[src/rtl/priv_mode_pkg.sv]
package priv_mode_pkg;
  localparam int MODE_W = 2;
  localparam int VEC_W  = 2;

  typedef enum logic [MODE_W-1:0] {
    MODE_USER  = 2'b00,
    MODE_SYS   = 2'b01,
    MODE_FAULT = 2'b10
  } priv_mode_e;

  typedef enum logic [VEC_W-1:0] {
    VEC_NONE = 2'b00,
    VEC_SVC  = 2'b01,
    VEC_EXC  = 2'b10,
    VEC_DBL  = 2'b11
  } vec_sel_e;

  typedef struct packed {
    logic [MODE_W-1:0] mode;
    logic              chg;
    logic [VEC_W-1:0]  vec;
    logic              save;
    logic              restore;
    logic              halt_set;
  } trans_t;
endpackage

[src/rtl/priv_rst_sync.sv]
module priv_rst_sync #(
  parameter int STAGES = 2
) (
  input  logic clk,
  input  logic rst_n,
  output logic rst_sync_n
);
  logic [STAGES-1:0] chain_q;

  generate
    for (genvar i = 0; i < STAGES; i++) begin : g_stage
      if (i == 0) begin : g_first
        always_ff @(posedge clk or negedge rst_n) begin
          if (!rst_n) chain_q[i] <= 1'b0;
          else        chain_q[i] <= 1'b1;
        end
      end else begin : g_rest
        always_ff @(posedge clk or negedge rst_n) begin
          if (!rst_n) chain_q[i] <= 1'b0;
          else        chain_q[i] <= chain_q[i-1];
        end
      end
    end
  endgenerate

  assign rst_sync_n = chain_q[STAGES-1];
endmodule

[src/rtl/priv_mode_next.sv]
module priv_mode_next
  import priv_mode_pkg::*;
(
  input  logic [MODE_W-1:0] cur_mode,
  input  logic              svc,
  input  logic              exc,
  input  logic              eret,
  output trans_t            nxt
);
  always_comb begin
    nxt          = '0;
    nxt.mode     = cur_mode;
    nxt.vec      = VEC_NONE;
    case (cur_mode)
      MODE_USER: begin
        if (exc) begin
          nxt.mode = MODE_SYS;
          nxt.vec  = VEC_EXC;
          nxt.save = 1'b1;
        end else if (svc) begin
          nxt.mode = MODE_SYS;
          nxt.vec  = VEC_SVC;
          nxt.save = 1'b1;
        end
      end
      MODE_SYS: begin
        if (exc) begin
          nxt.mode = MODE_FAULT;
          nxt.vec  = VEC_DBL;
          nxt.save = 1'b1;
        end else if (eret) begin
          nxt.mode    = MODE_USER;
          nxt.restore = 1'b1;
        end
      end
      default: begin
        nxt.mode     = MODE_FAULT;
        nxt.halt_set = svc | exc | eret;
      end
    endcase
    nxt.chg = (nxt.mode != cur_mode);
  end
endmodule

[src/rtl/priv_mode_regs.sv]
module priv_mode_regs
  import priv_mode_pkg::*;
(
  input  logic              clk,
  input  logic              rst_n,
  input  trans_t            nxt,
  output logic [MODE_W-1:0] mode_q,
  output logic              chg_q,
  output logic [VEC_W-1:0]  vec_q,
  output logic              save_q,
  output logic              restore_q,
  output logic              halt_q
);
  logic mode_en;
  logic halt_en;

  assign mode_en = nxt.chg;
  assign halt_en = nxt.halt_set;

  always_ff @(posedge clk or negedge rst_n) begin
    if (!rst_n)       mode_q <= MODE_SYS;
    else if (mode_en) mode_q <= nxt.mode;
  end

  always_ff @(posedge clk or negedge rst_n) begin
    if (!rst_n)       halt_q <= 1'b0;
    else if (halt_en) halt_q <= 1'b1;
  end

  always_ff @(posedge clk or negedge rst_n) begin
    if (!rst_n) begin
      chg_q     <= 1'b0;
      vec_q     <= VEC_NONE;
      save_q    <= 1'b0;
      restore_q <= 1'b0;
    end else begin
      chg_q     <= nxt.chg;
      vec_q     <= nxt.vec;
      save_q    <= nxt.save;
      restore_q <= nxt.restore;
    end
  end
endmodule

[src/rtl/priv_mode_ctrl.sv]
module priv_mode_ctrl
  import priv_mode_pkg::*;
#(
  parameter int SYNC_STAGES = 2
) (
  input  logic              clk,
  input  logic              rst_n,
  input  logic              svc_i,
  input  logic              exc_i,
  input  logic              eret_i,
  output logic [MODE_W-1:0] mode_o,
  output logic              mode_chg_o,
  output logic [VEC_W-1:0]  vec_sel_o,
  output logic              save_pc_o,
  output logic              restore_pc_o,
  output logic              halt_o
);
  logic   rst_sync_n;
  trans_t nxt;

  priv_rst_sync #(.STAGES(SYNC_STAGES)) u_rst (
    .clk        (clk),
    .rst_n      (rst_n),
    .rst_sync_n (rst_sync_n)
  );

  priv_mode_next u_next (
    .cur_mode (mode_o),
    .svc      (svc_i),
    .exc      (exc_i),
    .eret     (eret_i),
    .nxt      (nxt)
  );

  priv_mode_regs u_regs (
    .clk       (clk),
    .rst_n     (rst_sync_n),
    .nxt       (nxt),
    .mode_q    (mode_o),
    .chg_q     (mode_chg_o),
    .vec_q     (vec_sel_o),
    .save_q    (save_pc_o),
    .restore_q (restore_pc_o),
    .halt_q    (halt_o)
  );
endmodule

[config.mk]
export PLATFORM = sky130hd
export DESIGN_NAME = priv_mode_ctrl
export DESIGN_NICKNAME = d
export VERILOG_FILES = /design/src/rtl/priv_mode_pkg.sv /design/src/rtl/priv_rst_sync.sv /design/src/rtl/priv_mode_next.sv /design/src/rtl/priv_mode_regs.sv /design/src/rtl/priv_mode_ctrl.sv
export SDC_FILE = /design/constraint.sdc
export NUM_CORES = 1
export LEC_CHECK = 0
export ABC_AREA = 0
export BUFFER_PORTS_ARGS = -buffer_cell sky130_fd_sc_hd__buf_2
export CORE_AREA = 5 5 42 44
export CTS_CLUSTER_DIAMETER = 50
export CTS_CLUSTER_SIZE = 8
export DETAILED_ROUTE_END_ITERATION = 8
export DIE_AREA = 0 0 47 49
export GPL_TIMING_DRIVEN = 0
export SLEW_MARGIN = 20
export SYNTH_ARGS = -nofsm -noshare
export SYNTH_HDL_FRONTEND = slang
export SYNTH_HIERARCHICAL = 1
export SYNTH_SLANG_ARGS = --single-unit
[constraint.sdc]
create_clock -name clk -period 1.3 [get_ports clk]
set_input_delay 0.195 -clock clk [delete_from_list [all_inputs] [get_ports clk]]
set_output_delay 0.195 -clock clk [all_outputs]
set_load 0.03 [all_outputs]
# Yosys cells after proc, flatten, opt, wreduce, memory -nomap -nowiden
# Index checks and enable logic that the tools add are counted.
dict set report classes {
  n_mux 13
  bitwise_logic 2
  reduce_logical 2
  n_eq_ne 2
}
# operator count
set op_table {}
lappend op_table {{$mux 2} 5}
lappend op_table {{$mux 3} 2}
lappend op_table {{$pmux 3 s2} 1}
lappend op_table {{$mux 1} 4}
lappend op_table {{$pmux 2 s2} 1}
lappend op_table {{$eq 2x1->1 const B} 1}
lappend op_table {{$logic_not 2->1} 1}
lappend op_table {{$ne 2x2->1} 1}
lappend op_table {{$or 1x1->1} 2}
lappend op_table {{$reduce_or 2->1} 1}
dict set report totals {
  output_inout_bits 8
  register_bits 10
  in_bits 5
  wordCells 27
}

# Depth between registers and ports, before layout
# Gate-level depths: netlist (run 1).
dict set report logic_depth {
  depth_word 4
  mapped_depth 4
  depth_no_buf 3
}

# Hierarchy
# Netlist (run 1), hierarchy kept.
# mod seq_area_each_um2 area_each_um2 cells_per_inst n_inst
set by_module_without_submodules {}
lappend by_module_without_submodules {priv_mode_regs 201.4 230.2 11 1}
lappend by_module_without_submodules {priv_mode_next 0.0 122.6 19 1}
lappend by_module_without_submodules {priv_rst_sync 50.0 53.8 3 1}

# Worst setup path before layout (run 1)
# OpenSTA, ideal clock, no wires.
dict set report synth_timing {
  kind {register to register}
  startpoint {register u_regs.mode_q[1]}
  endpoint {register u_regs.mode_q[1]}
  setup_slack_ps -242
  stages_incl_launch_ff 5
  setup_time_ps 125
  period_less_slack_ps 1542
  arrival_ps 1418
  cell_sequence {dfrtp_1 clkbuf_1 o21bai_1 a21oi_1 mux2_2}
}
# item line
set synth_rtl {}
lappend synth_rtl {{start: declaration} priv_mode_regs.sv:7} ;# output logic [MODE_W-1:0] mode_q,
lappend synth_rtl {{start signal: assignment} priv_mode_regs.sv:22} ;# else if (mode_en) mode_q <= nxt.mode;

==> results of run 1 <==
## worst max-delay path: stages (launching register included)
cell and delay (ns):
dfstp_2 0.58, nor4b_4 0.26, a21oi_4 0.07, mux2_4 0.30
## repair_timing
item / 4_1_cts / 5_1_grt
hold endpoints to repair: 2 / 0
buffers inserted: 4 / 1
hold buffers: 1 / 0
pin swaps: 2 / 1
setup endpoints to repair: 2 / 3
resized for setup: 3 / 1
## report_power, final
| group | internal (mW) | switching [mW] |
|---|---|---|
| clock network | 0.170 | 0.103 |
| logic | 0.330 | 0.283 |
| registers | 0.384 | 0.0467 |
## cell type report
cell class / count / area (sq um)
Fill cell: 149 / 782.0
Sequential cell: 10 / 252.7
Multi-Input combinational cell: 19 / 173.9
Timing Repair Buffer: 17 / 102.6
Clock buffer: 4 / 36.28
Buffer: 2 / 26.28
Tap cell: 16 / 20.02
Inverter: 2 / 7.507
## logic make-up after synthesis
family,Yosys count,share of synthesized area
DFF,10,0.6185
and+or+nand+nor,10,0.1631
AOI/OAI and AO/OA,6,0.09847
buffers and inverters,4,0.05538
muxes,2,0.05538
other,1,0.009222
## worst paths after layout
| check | endpoint | slack, ns | depth (start not counted) |
|---|---|---|---|
| worst min register to register | u_regs/save_q$_DFF_PN0_ | 0.13 | 0 |
| min in group clk | u_regs/vec_q[1]$_DFF_PN0_ | 0.19 | 3 |
| worst max register to register | u_regs/mode_q[1]$_DFFE_PN0P_ | -0.01 | 3 |
| worst min-delay path | u_regs/save_q$_DFF_PN0_ | 0.13 | 0 |
| max in group asynchronous | u_regs/mode_q[0]$_DFFE_PN1P_ | 0.89 | 0 |
| worst max-delay path | u_regs/mode_q[1]$_DFFE_PN0P_ | -0.01 | 3 |
## routing by layer
metal  share of wire  routed length [um]  vias up
met5               0                   0        -
met4           0.039                  29        0
met2            0.45                 334       11
li1                -                   -      151
met1            0.40                 294      137
met3            0.11                  78        4
## per-stage QoR
step	hold slack, ns	instances	setup slack (ns)	cell area [sq um]	util
3_5_place_dp	-0.01744	60	-0.07126	506.7	0.3616
4_1_cts	0.1398	69	-0.04646	610.6	0.4357
3_3_place_gp	-0.01869	60	-0.05194	506.7	0.3616
6_report	0.1251	70	-0.01133	619.3	0.4420
2_1_floorplan	-0.1006	33	-0.1043	431.7	-
5_1_grt	0.1554	70	-0.05714	619.3	0.4420
## cell usage in the layout (no fill, tap or decap), types with 2 or more instances in the layout
| master | instances |
|---|---|
| clkbuf_4 | 3 |
| dfrtp_1 | 8 |
| nor3_1 | 2 |
| a21oi_1 | 2 |
| buf_2 | 11 |
| nand2b_1 | 2 |
| inv_1 | 2 |
| buf_4 | 5 |
## flip-flops by register name, indices dropped and copies added (netlist names)
register          cells
u_regs/mode_q         2
u_regs/save_q         1
u_regs/chg_q          1
u_regs/restore_q      1
u_regs/vec_q          2
u_regs/halt_q         1
u_rst/rst_sync_n      1
u_rst/chain_q         1
==> flow_summary.json, run 1 <==
{
  "io_buffers": 11,
  "path_clk_slew_ns": 0.06,
  "power_density_nw_per_um2": 2125,
  "drt-vias-per-instance": 4.329,
  "drc": 0,
  "num_io_pins": 13,
  "busiest_layer": "met2",
  "p_leak_nw": 0.2928,
  "setup_viol": 1,
  "synth.net_count": 38,
  "die-area_sq_um": 2303,
  "netlist.area_leader.share": 0.5538,
  "critPathLaunchType": "register",
  "maxSlewViolCount": 0,
  "synth_warnings": 6,
  "hold_viol": 0,
  "status": "complete, but fails checks",
  "arrival_ns": 1.46,
  "cts_tree": "done",
  "syn_inst": 33,
  "clock_skew_ns": 0.002882,
  "routabilityCongestion": 0.6402,
  "die_h_um": 49,
  "start_util": 0.2902,
  "htreeDepth": 1,
  "rsz0062_at_grt": "true",
  "synth_ff_type": "dfrtp_1",
  "die_x_um": 47,
  "synth_commonest_cells": "dfrtp_1 (9), a21oi_1 (3)",
  "area_growth_syn_to_layout_pct": 52.31,
  "num_rows": 14,
  "yosysMostFrequentCell": "dfrtp_1",
  "vdd_drop_max_v": 0.001048,
  "met3_usage": 0.03321,
  "root_buffer": "clkbuf_4",
  "grt.total_usage": 0.08120,
  "grt_pass1_vias": 303,
  "total_power_mw": 1.316,
  "wl_per_cell_um": 10.51,
  "grt_max_degree": 10,
  "r2r-start": "u_regs/mode_q[0]$_DFFE_PN1P_",
  "synth.distinct_cells": 19,
  "n_antenna_cell": 0,
  "synth-seq-area-share": 0.6185,
  "dpl.hpwl_um": 508.7,
  "endpoint_kind": "register",
  "numCtsBuffers": 3,
  "vias": 303,
  "netlist_top_cells_area": "dfrtp_1 (55%), dfstp_2 (6.5%), mux2_2 (5.5%)",
  "use_met2": 0.1063,
  "finalCritPeriodShare": 1.009,
  "grt_pass1_wl_um": 1283,
  "startpoint": "u_regs/mode_q[0]$_DFFE_PN1P_",
  "drt-total-wl_um": 736,
  "violations": "setup timing",
  "drive_above_1_share": 0.5926,
  "ys_ff_latch": 10,
  "cp.required_ns": 1.45,
  "antenna_found_initial": 0,
  "clock_latency_ns": 0.26,
  "synth_area_sq_um": 406.6,
  "final_antenna_net_count": 0,
  "drt-pass1-iter-count": 1,
  "synth-edff-count": 0,
  "crit_fanout": 6,
  "drt_iter0_markers": 0,
  "fin_tns_setup_ns": -0.01133,
  "core_sq_um": 1401,
  "use_met1": 0.09112,
  "synthArstFlopShare": 1.000,
  "holdCritPathClass": "register to asynchronous set/reset pin",
  "maxCapViolations": 0,
  "critical_path_class": "register to register",
  "finalNetCount": 60,
  "fmax_ghz": 0.7626,
  "gr-total-overflow": 0,
  "yosysTopAreaCell": "dfrtp_1",
  "cts.sink_count": 10,
  "setup_slack_ns": -0.01133,
  "clockBufferDepth": 2,
  "syn_area_per_cell_sq_um": 12.32,
  "period_minus_slack_ns": 1.311
}
(Power assumes the default switching activity.)
==> inputs of run 2 (changes only) <==
SETUP_SLACK_MARGIN = 0.1   (was default)
TNS_END_PERCENT = 1   (was default)
==> flow_summary.json, run 2 (synthesis results as in run 1) <==
{
  "routabilityCongestion": 0.6402,
  "drt-total-wl_um": 781,
  "wl_per_cell_um": 11.00,
  "cts.sink_count": 10,
  "final_common_cell": "buf_2",
  "dpl.hpwl_um": 508.7,
  "seq_area_sq_um": 252.7,
  "critical_path_class": "register to register",
  "reg2regPathDepth": 4,
  "total_power_mw": 1.368,
  "fmax_ghz": 0.7660,
  "n_antenna_cell": 0,
  "crit_fanout": 4,
  "drive_above_1_share": 0.6000,
  "die_h_um": 49,
  "design_area_sq_um": 633.1,
  "cp_top_family": "flip-flops",
  "status": "complete, but fails checks",
  "maxCapViolations": 0,
  "path_clk_slew_ns": 0.06,
  "final_antenna_net_count": 0,
  "htreeDepth": 1,
  "vdd_drop_max_v": 0.001122,
  "endpoint_kind": "register",
  "met3_usage": 0.03321,
  "area_growth_syn_to_layout_pct": 55.69,
  "finalNetCount": 61,
  "postPlaceCellArea_sq_um": 506.7,
  "pre_cts_ws_ns": -0.07126,
  "arrival_ns": 1.46,
  "maxSlewViolCount": 0,
  "finalCritPeriodShare": 1.004,
  "r2r_setup_slack_ns": -0.005,
  "clock_skew_ns": 0.002261,
  "clock_latency_ns": 0.26,
  "io_buffers": 11,
  "multi_input_area_sq_um": 173.9,
  "gr-total-overflow": 0,
  "antenna_found_initial": 0,
  "r2r-end": "u_regs/mode_q[1]$_DFFE_PN0P_",
  "drt_iter0_markers": 1,
  "drt-pass1-iter-count": 2,
  "vias": 315,
  "path_buf_inv": 1,
  "drt-vias-per-instance": 4.437,
  "final_cell_mix": "buf_2 (10), dfrtp_1 (8), buf_4 (6)",
  "hold_viol": 0,
  "holdCritPathClass": "register to asynchronous set/reset pin",
  "grt_pass1_vias": 307,
  "final_core_util": 0.4518,
  "r2r-start": "u_regs/mode_q[1]$_DFFE_PN0P_",
  "cts_tree": "done",
  "slowest_delay_ns": 0.43,
  "setup_viol": 1,
  "crit_slowest_cell": "dfrtp_2",
  "root_buffer": "clkbuf_4",
  "rsz0062_at_grt": "true",
  "core_sq_um": 1401,
  "use_met2": 0.1086,
  "grt.total_usage": 0.08191,
  "fillers": 148,
  "numCtsBuffers": 3,
  "grt_max_degree": 10,
  "drc": 0,
  "crit_path_cell_trace": "buf_8, o21bai_4, a21oi_4, mux2_4",
  "die-area_sq_um": 2303,
  "grt_pass1_wl_um": 1290,
  "period_minus_slack_ns": 1.305,
  "setup_slack_ns": -0.005399,
  "clockBufferDepth": 2,
  "startpoint": "u_regs/mode_q[1]$_DFFE_PN0P_",
  "violations": "setup timing",
  "die_x_um": 47,
  "use_met1": 0.09112,
  "num_io_pins": 13,
  "busiest_layer": "met2",
  "critPathLaunchType": "register",
  "num_rows": 14,
  "cp.required_ns": 1.45,
  "p_leak_nw": 0.2990,
  "start_util": 0.2902,
  "power_density_nw_per_um2": 2160,
  "top_regs": "u_regs/mode_q x2, u_regs/vec_q x2"
}
==> run 2: changes by cell type in the layout (fill, tap and decap cells not counted), sizes merged <==
cell / previous run / this run
buf: 18 / 19
==> run 2: how the worst max path moves through the flow <==
stage	end	slack, ns	depth (start not counted)
after global placement	u_regs/mode_q[1]$_DFFE_PN0P_	-0.05	4
final	u_regs/mode_q[1]$_DFFE_PN0P_	-0.005	4
after floorplan	u_regs/mode_q[1]$_DFFE_PN0P_	-0.10	3
after detailed placement	u_regs/mode_q[1]$_DFFE_PN0P_	-0.07	4
after global routing	u_regs/mode_q[1]$_DFFE_PN0P_	-0.05	3
after CTS	u_regs/mode_q[1]$_DFFE_PN0P_	-0.05	4
==> run 2: power by group <==
group | leakage [nW] | internal [mW] | switching, mW | total (mW)
sequential | 0.120 | 0.384 | 0.0455 | 0.429
combinational | 0.158 | 0.368 | 0.297 | 0.664
clock | 0.0210 | 0.170 | 0.104 | 0.274
total | 0.299 | 0.921 | 0.446 | 1.37
==> run 2: metrics by stage <==
step / TNS (ns) / hold WS (ns) / instances
4_1_cts: -0.08643 / 0.1398 / 69
2_1_floorplan: -0.1996 / -0.1006 / 33
5_1_grt: -0.1182 / 0.1554 / 71
3_3_place_gp: -0.09896 / -0.01869 / 60
6_report: -0.005399 / 0.1278 / 71
3_5_place_dp: -0.1379 / -0.01744 / 60
==> run 2: timing repair <==
action | 4_1_cts | 5_1_grt
setup buffers | 4 | 2
hold endpoints to repair | 2 | 0
setup endpoints to repair | 3 | 4
gates cloned | 0 | 0
gates resized for setup | 5 | 1
pin swaps | 2 | 1
hold buffers | 1 | 0
==> run 2: final cells by class <==
type / count / share of cell area
Tap cell: 16 / 0.03162
Buffer: 2 / 0.04150
Timing Repair Buffer: 18 / 0.1838
Multi-Input combinational cell: 19 / 0.2747
Sequential cell: 10 / 0.3992
Clock buffer: 4 / 0.05731
Inverter: 2 / 0.01186
==> run 2: worst reg2reg max path, cell delays in order (launching register included) <==
cell and delay, ns:
dfrtp_2 0.43, buf_8 0.13, o21bai_4 0.17, a21oi_4 0.16, mux2_4 0.31
==> run 2: layer usage <==
layer / wire, um / part of all wire / vias to the layer above
li1: - / - / 155
met1: 307 / 0.39 / 145
met2: 368 / 0.47 / 11
met3: 75 / 0.096 / 4
met4: 29 / 0.037 / 0
met5: 0 / 0 / -
